**config.mk**
```make
export PLATFORM = sky130hd
export DESIGN_NAME = creg_access_eng
export DESIGN_NICKNAME = d
export VERILOG_FILES = /design/src/rtl/creg_pkg.sv /design/src/rtl/creg_req_check.sv /design/src/rtl/creg_slot_fmt.sv /design/src/rtl/creg_rx_pick.sv /design/src/rtl/creg_seq.sv /design/src/rtl/creg_access_eng.sv
export SDC_FILE = /design/constraint.sdc
export NUM_CORES = 1
export LEC_CHECK = 0
export ABC_AREA = 1
export BUFFER_PORTS_ARGS = -buffer_cell sky130_fd_sc_hd__buf_2
export CORE_MARGIN = 2
export CORE_UTILIZATION = 42
export DETAILED_ROUTE_END_ITERATION = 6
export PLACE_DENSITY = 0.81
export SYNTH_ARGS = -nofsm -noshare
export SYNTH_HDL_FRONTEND = slang
export SYNTH_SLANG_ARGS = --single-unit
```
**constraint.sdc**
```tcl
create_clock -name clk -period 1.7 [get_ports clk]
set_input_delay 0.425 -clock clk [delete_from_list [all_inputs] [get_ports clk]]
set_output_delay 0.425 -clock clk [all_outputs]
set_load 0.1 [all_outputs]
```
**src/rtl/creg_pkg.sv**
```systemverilog
package creg_pkg;
  localparam int CID_W  = 2;
  localparam int IDX_W  = 7;
  localparam int DATA_W = 16;
  localparam int SLOT_W = 20;

  typedef enum logic [1:0] {
    ST_IDLE = 2'd0,
    ST_PEND = 2'd1,
    ST_SENT = 2'd2,
    ST_RDWT = 2'd3
  } creg_state_e;

  typedef struct packed {
    logic              wr;
    logic [CID_W-1:0]  cid;
    logic [IDX_W-1:0]  idx;
    logic [DATA_W-1:0] wdata;
  } creg_req_t;
endpackage

```
**src/rtl/creg_req_check.sv**
```systemverilog
module creg_req_check
  import creg_pkg::*;
#(
  parameter logic [IDX_W-1:0] AUD_END     = 7'h3A,
  parameter logic [IDX_W-1:0] MDM_LO      = 7'h3C,
  parameter logic [IDX_W-1:0] MDM_HI      = 7'h58,
  parameter logic [IDX_W-1:0] VND_LO      = 7'h5A,
  parameter logic [IDX_W-1:0] VND_HI      = 7'h7E,
  parameter int               AUD_MAX_CID = 2,
  parameter int               MDM_MAX_CID = 1
) (
  input  logic             is_modem,
  input  logic [CID_W-1:0] cid,
  input  logic [IDX_W-1:0] idx,
  output logic             legal
);
  localparam logic [CID_W-1:0] AUD_CID_LIM = CID_W'(AUD_MAX_CID);
  localparam logic [CID_W-1:0] MDM_CID_LIM = CID_W'(MDM_MAX_CID);

  logic in_vendor;
  logic in_audio;
  logic in_modem;
  logic cid_ok;

  always_comb begin
    in_vendor = (idx >= VND_LO) && (idx <= VND_HI);
    in_audio  = (idx <= AUD_END) || in_vendor;
    in_modem  = ((idx >= MDM_LO) && (idx <= MDM_HI)) || in_vendor;
    cid_ok    = is_modem ? (cid <= MDM_CID_LIM) : (cid <= AUD_CID_LIM);
    legal     = cid_ok && (is_modem ? in_modem : in_audio);
  end
endmodule

```
**src/rtl/creg_slot_fmt.sv**
```systemverilog
module creg_slot_fmt
  import creg_pkg::*;
(
  input  creg_req_t         cur,
  output logic [SLOT_W-1:0] addr_slot,
  output logic [SLOT_W-1:0] data_slot,
  output logic [1:0]        tag_vld,
  output logic [CID_W-1:0]  tag_id
);
  localparam int ADDR_PAD = SLOT_W - 1 - IDX_W;
  localparam int DATA_PAD = SLOT_W - DATA_W;

  always_comb begin
    addr_slot = {~cur.wr, cur.idx, {ADDR_PAD{1'b0}}};
    data_slot = cur.wr ? {cur.wdata, {DATA_PAD{1'b0}}} : '0;
    if (cur.cid == '0) begin
      tag_vld = {1'b1, cur.wr};
      tag_id  = '0;
    end else begin
      tag_vld = 2'b00;
      tag_id  = cur.cid;
    end
  end
endmodule

```
**src/rtl/creg_rx_pick.sv**
```systemverilog
module creg_rx_pick
  import creg_pkg::*;
#(
  parameter int NCODEC = 3
) (
  input  logic [CID_W-1:0]         cid,
  input  logic [IDX_W-1:0]         idx,
  input  logic [NCODEC*SLOT_W-1:0] rx_addr,
  input  logic [NCODEC*SLOT_W-1:0] rx_data,
  input  logic [NCODEC-1:0]        rx_vld,
  output logic                     hit,
  output logic [DATA_W-1:0]        rdata
);
  localparam int IDX_LSB = SLOT_W - 1 - IDX_W;
  localparam int DAT_LSB = SLOT_W - DATA_W;

  logic [NCODEC-1:0] match;
  logic [DATA_W-1:0] part [NCODEC];

  for (genvar g = 0; g < NCODEC; g++) begin : g_line
    logic [SLOT_W-1:0] a_s;
    logic [SLOT_W-1:0] d_s;
    logic              unused_line;
    assign a_s = rx_addr[g*SLOT_W +: SLOT_W];
    assign d_s = rx_data[g*SLOT_W +: SLOT_W];
    assign match[g] = rx_vld[g] && (cid == CID_W'(g)) &&
                      (a_s[SLOT_W-2 -: IDX_W] == idx);
    assign part[g] = match[g] ? d_s[SLOT_W-1 -: DATA_W] : '0;
    assign unused_line = ^{a_s[SLOT_W-1], a_s[IDX_LSB-1:0], d_s[DAT_LSB-1:0]};
  end

  always_comb begin
    hit   = |match;
    rdata = '0;
    for (int k = 0; k < NCODEC; k++) rdata = rdata | part[k];
  end
endmodule

```
**src/rtl/creg_seq.sv**
```systemverilog
module creg_seq
  import creg_pkg::*;
(
  input  logic              clk,
  input  logic              rst_n,
  input  logic              req_valid,
  input  creg_req_t         req_in,
  input  logic              req_legal,
  input  logic              frame_tick,
  input  logic              rx_hit,
  input  logic [DATA_W-1:0] rx_rdata,
  output creg_req_t         cur,
  output logic              busy,
  output logic              cmd_valid,
  output logic              refused,
  output logic              done,
  output logic              done_err,
  output logic              done_tmo,
  output logic [DATA_W-1:0] done_rdata
);
  creg_state_e       st_q, st_n;
  creg_req_t         cur_q;
  logic              cur_en;
  logic              refused_q, refused_n;
  logic              done_q, done_n;
  logic              err_q, err_n;
  logic              tmo_q, tmo_n;
  logic [DATA_W-1:0] rdata_q, rdata_n;

  always_comb begin
    st_n      = st_q;
    cur_en    = 1'b0;
    done_n    = 1'b0;
    err_n     = 1'b0;
    tmo_n     = 1'b0;
    rdata_n   = '0;
    refused_n = req_valid && (st_q != ST_IDLE);
    unique case (st_q)
      ST_IDLE: begin
        if (req_valid) begin
          if (req_legal) begin
            st_n   = ST_PEND;
            cur_en = 1'b1;
          end else begin
            done_n = 1'b1;
            err_n  = 1'b1;
          end
        end
      end
      ST_PEND: begin
        if (frame_tick) st_n = ST_SENT;
      end
      ST_SENT: begin
        if (frame_tick) begin
          if (cur_q.wr) begin
            st_n   = ST_IDLE;
            done_n = 1'b1;
          end else begin
            st_n = ST_RDWT;
          end
        end
      end
      ST_RDWT: begin
        if (frame_tick) begin
          st_n   = ST_IDLE;
          done_n = 1'b1;
          if (rx_hit) begin
            rdata_n = rx_rdata;
          end else begin
            err_n = 1'b1;
            tmo_n = 1'b1;
          end
        end
      end
      default: st_n = ST_IDLE;
    endcase
  end

  always_ff @(posedge clk or negedge rst_n) begin
    if (!rst_n) begin
      st_q      <= ST_IDLE;
      refused_q <= 1'b0;
      done_q    <= 1'b0;
      err_q     <= 1'b0;
      tmo_q     <= 1'b0;
      rdata_q   <= '0;
    end else begin
      st_q      <= st_n;
      refused_q <= refused_n;
      done_q    <= done_n;
      err_q     <= err_n;
      tmo_q     <= tmo_n;
      rdata_q   <= rdata_n;
    end
  end

  always_ff @(posedge clk or negedge rst_n) begin
    if (!rst_n) begin
      cur_q <= '0;
    end else if (cur_en) begin
      cur_q <= req_in;
    end
  end

  assign cur        = cur_q;
  assign busy       = (st_q != ST_IDLE);
  assign cmd_valid  = (st_q == ST_PEND);
  assign refused    = refused_q;
  assign done       = done_q;
  assign done_err   = err_q;
  assign done_tmo   = tmo_q;
  assign done_rdata = rdata_q;
endmodule

```
**src/rtl/creg_access_eng.sv**
```systemverilog
module creg_access_eng
  import creg_pkg::*;
#(
  parameter int NCODEC = 3
) (
  input  logic                     clk,
  input  logic                     rst_n,
  input  logic                     req_valid,
  input  logic                     req_write,
  input  logic                     req_modem,
  input  logic [CID_W-1:0]         req_cid,
  input  logic [IDX_W-1:0]         req_idx,
  input  logic [DATA_W-1:0]        req_wdata,
  input  logic                     frame_tick,
  input  logic [NCODEC*SLOT_W-1:0] rx_addr,
  input  logic [NCODEC*SLOT_W-1:0] rx_data,
  input  logic [NCODEC-1:0]        rx_vld,
  output logic                     busy,
  output logic                     refused,
  output logic                     cmd_valid,
  output logic [SLOT_W-1:0]        cmd_addr,
  output logic [SLOT_W-1:0]        cmd_data,
  output logic [1:0]               tag_slot_vld,
  output logic [CID_W-1:0]         tag_cid,
  output logic                     done,
  output logic                     done_err,
  output logic                     done_tmo,
  output logic [DATA_W-1:0]        done_rdata
);
  creg_req_t         req_in;
  creg_req_t         cur;
  logic              legal;
  logic              rx_hit;
  logic [DATA_W-1:0] rx_rdata;

  assign req_in = '{wr: req_write, cid: req_cid, idx: req_idx, wdata: req_wdata};

  creg_req_check u_check (
    .is_modem (req_modem),
    .cid      (req_cid),
    .idx      (req_idx),
    .legal    (legal)
  );

  creg_seq u_seq (
    .clk        (clk),
    .rst_n      (rst_n),
    .req_valid  (req_valid),
    .req_in     (req_in),
    .req_legal  (legal),
    .frame_tick (frame_tick),
    .rx_hit     (rx_hit),
    .rx_rdata   (rx_rdata),
    .cur        (cur),
    .busy       (busy),
    .cmd_valid  (cmd_valid),
    .refused    (refused),
    .done       (done),
    .done_err   (done_err),
    .done_tmo   (done_tmo),
    .done_rdata (done_rdata)
  );

  creg_slot_fmt u_fmt (
    .cur       (cur),
    .addr_slot (cmd_addr),
    .data_slot (cmd_data),
    .tag_vld   (tag_slot_vld),
    .tag_id    (tag_cid)
  );

  creg_rx_pick #(.NCODEC(NCODEC)) u_pick (
    .cid     (cur.cid),
    .idx     (cur.idx),
    .rx_addr (rx_addr),
    .rx_data (rx_data),
    .rx_vld  (rx_vld),
    .hit     (rx_hit),
    .rdata   (rx_rdata)
  );
endmodule

```
==> key figures, run 1 <==
STA
  • Slew Viols, Final: 0
  • Hold_ws: 0.105 ns
  • Min Clock Period, post-route: 1.72 ns
  • Final Hold Fails: 0
  • Final setup fails: 3
  • Maximum clock frequency: 580 MHz
  • Final period util: 1.01
  • Setup_tns: -0.0566 ns
  • Final WS setup: -0.0239 ns
  • RSZ-0062 raised after global routing: yes
  • Worst-case clock skew: 0.00980 ns

Route
  • Detailed-route DRC error count: 0
  • Drt via density: 4.68
  • Routed wire per std cell: 13.0 um
  • DRT Pass-1 Iters: 6
  • Starting DRT DRC Count: 81
  • Post-route ant nets: 0
  • Via count: 3,380
  • Final WL: 9410 um

Floorplan
  • Die area: 8460 um^2
  • DIE HEIGHT: 92.0 um
  • Initial Util: 0.427
  • Die width: 92.0 um
  • I/O pin total: 220
  • Core area: 7610 um^2
  • Num rows: 32

Power and ir drop
  • Total power: 8.91 mW
  • Sw Share: 0.556
  • Combinational power share: 0.715
  • Maximum vdd drop: 1170 uV
  • Pwr dens: 1800 nW/um^2
  • Pleak: 2.61 nW
  • Psw: 4.96 mW
  • Int Power: 3.95 mW
  • Sequential power share: 0.204
  • Clock share of power: 0.081

GRT
  • Global-route wire length before repair: 14,700 um
  • Pin count of the biggest net entering global routing: 49
  • GR Overflow Total: 0
  • Vias in the first global route: 3,270
  • GRT Util Overall: 0.216
  • Initial antenna violation count: 0

Setup path
  • Crit Path Max Fanout: 3
  • Setup CP Type: reg -> out
  • Buffer and inverter count on the worst path: 3
  • Data required, critical path: 1.27 ns
  • Crit-path cells: buf_6 -> nor2_4 -> buf_12 -> buf_12
  • CP endpoint kind: primary output
  • Slowest-stage cell, CP: dfrtp_2
  • CP arrival: 1.30 ns
  • Worst setup SP type: flip-flop
  • Worst path max stage delay: 0.43 ns
  • CP top delay family: flip-flops
  • Most frequent CP cell: buf_12

Yosys
  • Synth area leader: dfrtp_1
  • Fraction of registers with async set/reset: 1.00
  • Ys Warns: 0
  • Sequential cell area fraction in the yosys report: 0.370
  • Avg Inst Size Synth: 7.22 um^2
  • Post-synth EDFFs: 0
  • Dominant synthesized flop cell: dfrtp_1
  • Post-synth top area share: 0.370
  • Syn Inst Count: 450
  • FF+latch count, synth: 48
  • Dominant cells by area after synthesis: dfrtp_1 (37%), nand2_1 (14%), buf_4 (6.9%)
  • Synth cell types: 36
  • Post-Syn Area: 3250 um^2

Cells and area
  • Share of cells above drive strength 1: 0.450
  • Area added between synthesis and finish: 52.5%
  • Most frequent cells in the layout: buf_2 (124), nand2_1 (108), nand3_1 (45)
  • Multi-input logic area: 1760 um^2
  • Most common cell after layout, fill and taps aside: buf_2
  • Fillcell total: 640
  • FF+latch area: 1210 um^2
  • Final Cell Area: 4960 um^2
  • Nets@finish: 777
  • Antenna cells: 0

Place
  • DP Area: 4540 um^2
  • Number of buffers added on ports: 152
  • GPL Wtd Cong: 0.915
  • Place WS: -0.0535 ns
  • Placed wire-length estimate: 7060 um

Clocking
  • Worst-path clk slew: 0.09 ns
  • CTS root buffer: clkbuf_8
  • Skew-Pair Late Insertion Delay: 0.30 ns
  • Clock tree from TritonCTS: built
  • H-tree depth: 2
  • CTS buffer count: 5
  • Clock sink total: 48
  • Longest Clk Path Bufs: 2

Min path
  • Hold crit path type: in -> async

Outcome
  • Status: finished with violations
  • Failing checks: negative setup slack

Flow run
  • Max-Cap Viols: 0
-- cells by family (layout without fill, tap and decap cells) --
family	after synthesis	in the layout	synth area share
AO/OA/AOI/OAI	33	33	0.0520
XOR/XNOR	16	16	0.0454
adder cells (fa/ha/maj)	4	4	0.0154
buffers and inverters	95	249	0.154
flip-flops	48	48	0.370
other	1	16	0.00115
AND/OR/NAND/NOR	253	254	0.362
-- worst register-to-register path: cells and delay by family (launching register included) --
kind	cells	cell delay, ns
buf+inv	2	0.29
flops	1	0.43
simple gates	7	0.92
-- layer usage --
layer / wire length, um / vias up / track usage
met5: 0 / - / 0
met4: 131 / 0 / 0.0485
met3: 783 / 12 / 0.0641
met2: 4910 / 148 / 0.400
met1: 3580 / 1538 / 0.244
li1: - / 1682 / -
-- sequential cells by signal, indices dropped and copies added (netlist names) --
name              flops
u_seq.cur            26
u_seq.refused         1
u_seq.done            1
u_seq.done_tmo        1
u_seq.st_q            2
u_seq.done_err        1
u_seq.done_rdata     16
-- synth_stat cells (3+ instances only) --
cell and instances:
buf_4 30, clkbuf_1 6, dfrtp_1 48, ha_1 4, inv_1 51, inv_2 4, nand2_1 119, nand2_4 3
nand3_1 45, nand4_1 3, nor2_1 53, nor2_2 10, nor2_4 5, nor3_1 3, o21ai_0 25, o21ai_1 5
xnor2_1 13
-- layout make-up --
| class | instances | area share |
|---|---|---|
| timing repair buffer | 186 | 0.304 |
| clock buffer | 6 | 0.0167 |
| sequential | 48 | 0.244 |
| tap | 102 | 0.0258 |
| multi-input combinational | 323 | 0.356 |
| inverter | 55 | 0.0507 |
| clock inverter | 2 | 0.00278 |
-- worst paths after layout --
| check | from | to | slack, ns | cells after the start |
|---|---|---|---|---|
| max | u_seq.cur[23] | tag_slot_vld[1] | -0.02 | 4 |
| min | rst_n | u_seq.done_rdata[2] | 0.10 | 2 |
| max reg2reg | u_seq.cur[23] | u_seq.done_rdata[13] | 0 | 9 |
| min reg2reg | u_seq.cur[6] | u_seq.cur[6] | 0.51 | 2 |
| max in group asynchronous | rst_n | u_seq.cur[23] | 1.36 | 2 |
| min in group clk | req_wdata[15] | u_seq.cur[15] | 0.31 | 3 |
-- stage by stage --
step / cells / util
after floorplan: 465 / -
after global placement: 697 / 0.597
final: 722 / 0.651
after CTS: 709 / 0.622
after global routing: 722 / 0.651
after detailed placement: 697 / 0.597
-- power groups by stage --
stage / clock [mW] / sequential (mW) / combinational (mW)
after global routing: 0.809 / 1.87 / 6.70
final: 0.725 / 1.81 / 6.37
after floorplan: 0 / 1.98 / 4.04
after global placement: 0 / 1.80 / 5.79
after CTS: 0.748 / 1.81 / 6.12
after detailed placement: 0 / 1.82 / 5.86
-- repair_timing --
action | CTS | global route
setup endpoints to repair | 22 | 38
pin swaps | 2 | 14
setup buffers | 4 | 11
resized for setup | 25 | 34
endpoints found under the hold margin | 0 | 0
hold buffers | 0 | 0
cloned | 0 | 2
Note: power is estimated with default switching activity, not from simulation.
==> run 2, diff against run 1 <==
--- a/config.mk
+++ b/config.mk
@@ -11,6 +11,7 @@
 export CORE_UTILIZATION = 42
 export DETAILED_ROUTE_END_ITERATION = 6
 export PLACE_DENSITY = 0.81
+export SETUP_SLACK_MARGIN = 0.1
 export SYNTH_ARGS = -nofsm -noshare
 export SYNTH_HDL_FRONTEND = slang
 export SYNTH_SLANG_ARGS = --single-unit
==> run 2 against run 1 <==
The run still ends with negative setup slack left. Clock power is essentially flat. Global-route usage is essentially flat. Critical path depth fell by 1. Hold slack got worse by 0.029 ns. Fmax fell by 1.1%. Die area unchanged. Sequential share of layout area is 0.71 points lower. Non-clock buffer count up 4. Routed wire length rose by 2.1%. Sequential cell count is the same. Critical path type unchanged. Largest power group unchanged. Cell area rose by 3.1%. Total power increased by 2.1%.
==> key figures, run 2 (synthesis results as in run 1) <==
Outcome
  • Status: finished with violations
  • Failing checks: negative setup slack

Setup path
  • Setup CP Type: reg -> out
  • Worst setup SP type: flip-flop
  • Slowest-stage cell, CP: dfrtp_1
  • Worst path max stage delay: 0.41 ns
  • Data required, critical path: 1.27 ns
  • Reg2Reg Depth: 9
  • CP arrival: 1.32 ns
  • Crit-path cells: clkinvlp_4 -> nor3_4 -> buf_12
  • R2R Path End: u_seq.done_rdata[1]
  • Crit Path Max Fanout: 4
  • CP endpoint kind: primary output
  • Reg2reg setup slack: 0.01 ns
  • Reg2reg start: u_seq.cur[24]

Route
  • Routed wire per std cell: 13.2 um
  • DRT Pass-1 Iters: 4
  • Post-route ant nets: 0
  • Detailed-route DRC error count: 0
  • Via count: 3,404
  • Drt via density: 4.69
  • Final WL: 9610 um
  • Starting DRT DRC Count: 123

Cells and area
  • Antenna cells: 0
  • Final Cell Area: 5110 um^2
  • Multi-input logic area: 1820 um^2
  • Post-route non-filler standard cell count: 726
  • Share of cells above drive strength 1: 0.449
  • Nets@finish: 781
  • Most common cell after layout, fill and taps aside: buf_2
  • FF+latch area: 1210 um^2
  • Fillcell total: 626
  • Area added between synthesis and finish: 57.3%
  • Max reg flops: 26
  • Most frequent cells in the layout: buf_2 (123), nand2_1 (117), nand3_1 (44)

Place
  • GPL Wtd Cong: 0.875
  • Number of buffers added on ports: 152
  • Dpl cells: 698
  • Placed wire-length estimate: 7260 um
  • DP Area: 4600 um^2
  • Place WS: -0.0984 ns

Clocking
  • Longest Clk Path Bufs: 2
  • Worst-path clk slew: 0.10 ns
  • CTS root buffer: clkbuf_8
  • Skew-Pair Late Insertion Delay: 0.29 ns
  • CTS buffer count: 5
  • Clock tree from TritonCTS: built
  • Clock sink total: 48
  • H-tree depth: 2

STA
  • Final Hold Fails: 0
  • Final WS setup: -0.0425 ns
  • Max_slew headroom: 0.660
  • Maximum clock frequency: 574 MHz
  • Slew Viols, Final: 0
  • Final period util: 1.03
  • Worst-case clock skew: 0.0101 ns
  • Min Clock Period, post-route: 1.74 ns
  • Final setup fails: 11
  • RSZ-0062 raised after global routing: yes
  • Actual slew at the worst max-slew pin: 0.513 ns

Power and ir drop
  • Sequential power share: 0.201
  • Int Power: 4.07 mW
  • Psw: 5.03 mW
  • Clock share of power: 0.080
  • Pleak: 2.64 nW
  • Pwr dens: 1780 nW/um^2
  • Maximum vdd drop: 1260 uV
  • Combinational power share: 0.719
  • Sw Share: 0.553

GRT
  • GRT Util Overall: 0.216
  • Pin count of the biggest net entering global routing: 31
  • Global-route wire length before repair: 14,700 um
  • Vias in the first global route: 3,155
  • Initial antenna violation count: 0
  • GR Overflow Total: 0

Floorplan
  • Die area: 8460 um^2
  • Initial Util: 0.427
  • I/O pin total: 220
  • DIE HEIGHT: 92.0 um
  • Die width: 92.0 um
  • Num rows: 32
  • Core area: 7610 um^2

Min path
  • Hold crit path type: in -> async

Flow run
  • Max-Cap Viols: 0
run 2: changes by cell type in the layout (fill, tap and decap cells not counted), sizes merged:
cell	before	now
inv	44	43
clkinvlp	12	13
clkbuf	7	6
buf	185	190
run 2: area by class of cell:
class / instances / share of cell area
clock buffer: 6 / 0.0162
clock inverter: 2 / 0.00269
inverter: 55 / 0.0500
multi-input combinational: 323 / 0.357
sequential: 48 / 0.237
tap: 102 / 0.0250
timing repair buffer: 190 / 0.313
run 2: power by group through the flow:
stage / Combinational, mW / Clock, mW / Sequential (mW)
floorplan: 4.09 / 0 / 1.99
global placement: 5.93 / 0 / 1.83
detailed placement: 6.02 / 0 / 1.86
CTS: 6.32 / 0.750 / 1.82
global route: 6.84 / 0.799 / 1.87
finish: 6.54 / 0.727 / 1.83
run 2: how the worst max path moves through the flow:
stage | from | end | slack [ns] | cells past startpoint
after CTS | u_seq.cur[25] | tag_slot_vld[0] | -0.04 | 3
after floorplan | u_seq.cur[25] | tag_slot_vld[0] | -0.60 | 3
after detailed placement | rx_addr[57] | u_seq.done_rdata[2] | -0.1 | 8
after global placement | rx_addr[57] | u_seq.done_rdata[4] | -0.03 | 8
after global routing | u_seq.cur[25] | tag_slot_vld[0] | -0.12 | 3
final | u_seq.cur[25] | tag_slot_vld[0] | -0.04 | 3
run 2: metal layers:
metal	vias to the layer above	share of wire	global-route usage
met5	-	0	0
met4	0	0.019	0.0684
met3	12	0.055	0.0197
met2	135	0.52	0.388
met1	1567	0.41	0.275
li1	1690	-	-
run 2: critical path, delay by kind of cell, from the launching register on:
family	cells	cell delay (ns)
and+or+nand+nor	1	0.24
DFF	1	0.41
buffers and inverters	2	0.36
run 2: repair_timing:
action	in CTS	in global routing
buffers inserted	11	7
pin swaps	9	18
hold buffers	0	0
cloned	2	0
endpoints found under the hold margin	0	0
endpoints found under the setup margin	40	42
resized for setup	31	31
run 2: through the flow:
stage                util  total power [mW]  TNS [ns]  hold WS, ns
floorplan               -              6.08     -2.05        0.129
global placement    0.604              7.77    -0.320        0.411
detailed placement  0.604              7.88     -1.61        0.420
CTS                 0.649              8.89    -0.340       0.0896
global route        0.672              9.51     -2.14        0.100
finish              0.672              9.10   -0.0991       0.0755
==> run 3, diff against run 2 <==
--- a/config.mk
+++ b/config.mk
@@ -10,6 +10,7 @@
 export CORE_MARGIN = 2
 export CORE_UTILIZATION = 42
 export DETAILED_ROUTE_END_ITERATION = 6
+export HOLD_SLACK_MARGIN = 0.08
 export PLACE_DENSITY = 0.81
 export SETUP_SLACK_MARGIN = 0.1
 export SYNTH_ARGS = -nofsm -noshare
==> constraint.sdc (replaced) <==
create_clock -name clk -period 1.94 [get_ports clk]
set_input_delay 0.485 -clock clk [delete_from_list [all_inputs] [get_ports clk]]
set_output_delay 0.485 -clock clk [all_outputs]
set_load 0.1 [all_outputs]
==> run 3 against run 2 <==
The flow now finishes without violations. Total power shrank 19%. Global-route usage down 1.0 points. Die area did not move. Via count shrank 1.1%. Clock skew is 0.0012 ns higher. Clock power down 13%. Combinational power fell by 22%. Critical path type unchanged. Largest cell class unchanged. Largest power group unchanged.
==> key figures, run 3 (synthesis results as in run 1) <==
Outcome
  • Status: complete, no violations

Clocking
  • CTS Hold Bufs: 0
  • CTS root buffer: clkbuf_8
  • H-tree depth: 2
  • Skew-Pair Late Insertion Delay: 0.30 ns
  • Worst-path clk slew: 0.10 ns
  • Clock sink total: 48
  • Longest Clk Path Bufs: 2
  • Clock tree from TritonCTS: built
  • CTS buffer count: 5

GRT
  • GRT Util Overall: 0.206
  • Pin count of the biggest net entering global routing: 49
  • Initial antenna violation count: 0
  • GR Overflow Total: 0
  • Global-route wire length before repair: 14,100 um
  • Vias in the first global route: 3,066

Cells and area
  • Layout Utilization: 0.604
  • Area added between synthesis and finish: 41.4%
  • Most frequent cells in the layout: buf_2 (131), nand2_1 (111), nor2_1 (51)
  • Max reg flops: 26
  • Most common cell after layout, fill and taps aside: buf_2
  • Share of cells above drive strength 1: 0.399
  • Nets@finish: 764
  • Post-route non-filler standard cell count: 709
  • Antenna cells: 0

Setup path
  • Worst setup SP type: flip-flop
  • CP endpoint kind: primary output
  • Crit-path cells: buf_2
  • Data required, critical path: 1.45 ns
  • CP arrival: 1.31 ns
  • Setup CP Type: reg -> out
  • Buffer and inverter count on the worst path: 1
  • Slowest-stage cell, CP: dfrtp_1
  • Worst path max stage delay: 0.52 ns
  • CP top delay family: flip-flops
  • Crit Path Max Fanout: 5

Place
  • GPL Wtd Cong: 0.890
  • Placed wire-length estimate: 7070 um
  • Number of buffers added on ports: 152
  • Dpl cells: 693

Power and ir drop
  • Pwr dens: 1600 nW/um^2
  • Pleak: 2.53 nW
  • Maximum vdd drop: 1490 uV
  • Total power: 7.35 mW

Floorplan
  • DIE HEIGHT: 92.0 um
  • Core area: 7610 um^2
  • Die width: 92.0 um
  • Initial Util: 0.427
  • Die area: 8460 um^2
  • I/O pin total: 220
  • Num rows: 32

Route
  • Starting DRT DRC Count: 159
  • Via count: 3,365
  • Routed wire per std cell: 12.7 um
  • Detailed-route DRC error count: 0
  • Post-route ant nets: 0
  • Final WL: 8990 um
  • Drt via density: 4.75
  • Met3 Wirelength: 670 um
  • Max layer used: met4
  • DRT Pass-1 Iters: 5
  • DR WL met2: 4620 um
  • Met1 WL: 3620 um

Flow run
  • Max-Cap Viols: 0

STA
  • Final period util: 0.926
  • Actual slew at the worst max-slew pin: 0.617 ns
  • Min Clock Period, post-route: 1.80 ns
  • Final Hold Fails: 0
  • Hold_ws: 0.267 ns
  • Max_slew headroom: 0.589
  • Worst-case clock skew: 0.0113 ns
  • Slew Viols, Final: 0
  • Maximum clock frequency: 557 MHz
  • Final setup fails: 0
  • Setup_tns: 0 ns
  • RSZ-0062 raised after global routing: yes

Min path
  • Hold crit path type: in -> async
-- run 3: cell types whose count changed in the layout (fill, tap and decap cells not counted), moves of 7 or more --
| cell | delta |
|---|---|
| nor2_1 | +11 |
| buf_12 | -14 |
| nor2_4 | -15 |
| buf_2 | +8 |
| inv_1 | +9 |
| inv_2 | -7 |
-- run 3: where the power goes --
group | total, mW | switching [mW] | internal (mW)
sequential | 1.58 | 0.281 | 1.30
combinational | 5.13 | 3.63 | 1.50
clock | 0.636 | 0.344 | 0.292
-- run 3: worst paths after layout --
check	to	cells after the start	slack, ns	from
hold / removal	u_seq.st_q[0]	2	0.27	rst_n
setup reg to reg	u_seq.done_rdata[0]	8	0.22	u_seq.cur[18]
max in group asynchronous	u_seq.cur[25]	2	1.23	rst_n
hold reg to reg	u_seq.cur[7]	2	0.51	u_seq.cur[7]
min in group clk	u_seq.cur[4]	3	0.39	req_wdata[4]
setup / recovery	cmd_addr[14]	1	0.14	u_seq.cur[18]
-- run 3: layout make-up --
cell class / count / area (um^2)
Sequential cell: 48 / 1200
Clock buffer: 6 / 82.6
Inverter: 55 / 248
Multi-Input combinational cell: 322 / 1670
Clock inverter: 2 / 13.8
Tap cell: 102 / 128
Fill cell: 693 / 3010
Timing Repair Buffer: 174 / 1250
-- run 3: what timing repair did --
| item | in CTS | in global routing |
|---|---|---|
| setup buffers | 2 | 6 |
| pin swaps | 1 | 2 |
| endpoints found under the setup margin | 5 | 29 |
| gates resized for setup | 4 | 15 |
-- run 3: routing by layer --
layer	vias up	track usage
li1	1649	-
met2	167	0.368
met3	8	0.0263
met5	-	0
met4	0	0.0560
met1	1541	0.262
-- run 3: stage by stage --
step / worst slack, ns / instance area [um^2]
3_5_place_dp: 0.0181 / 4370
5_1_grt: 0.0884 / 4600
6_report: 0.144 / 4600
2_1_floorplan: -0.416 / 3380
3_3_place_gp: 0.0726 / 4370
4_1_cts: 0.105 / 4490
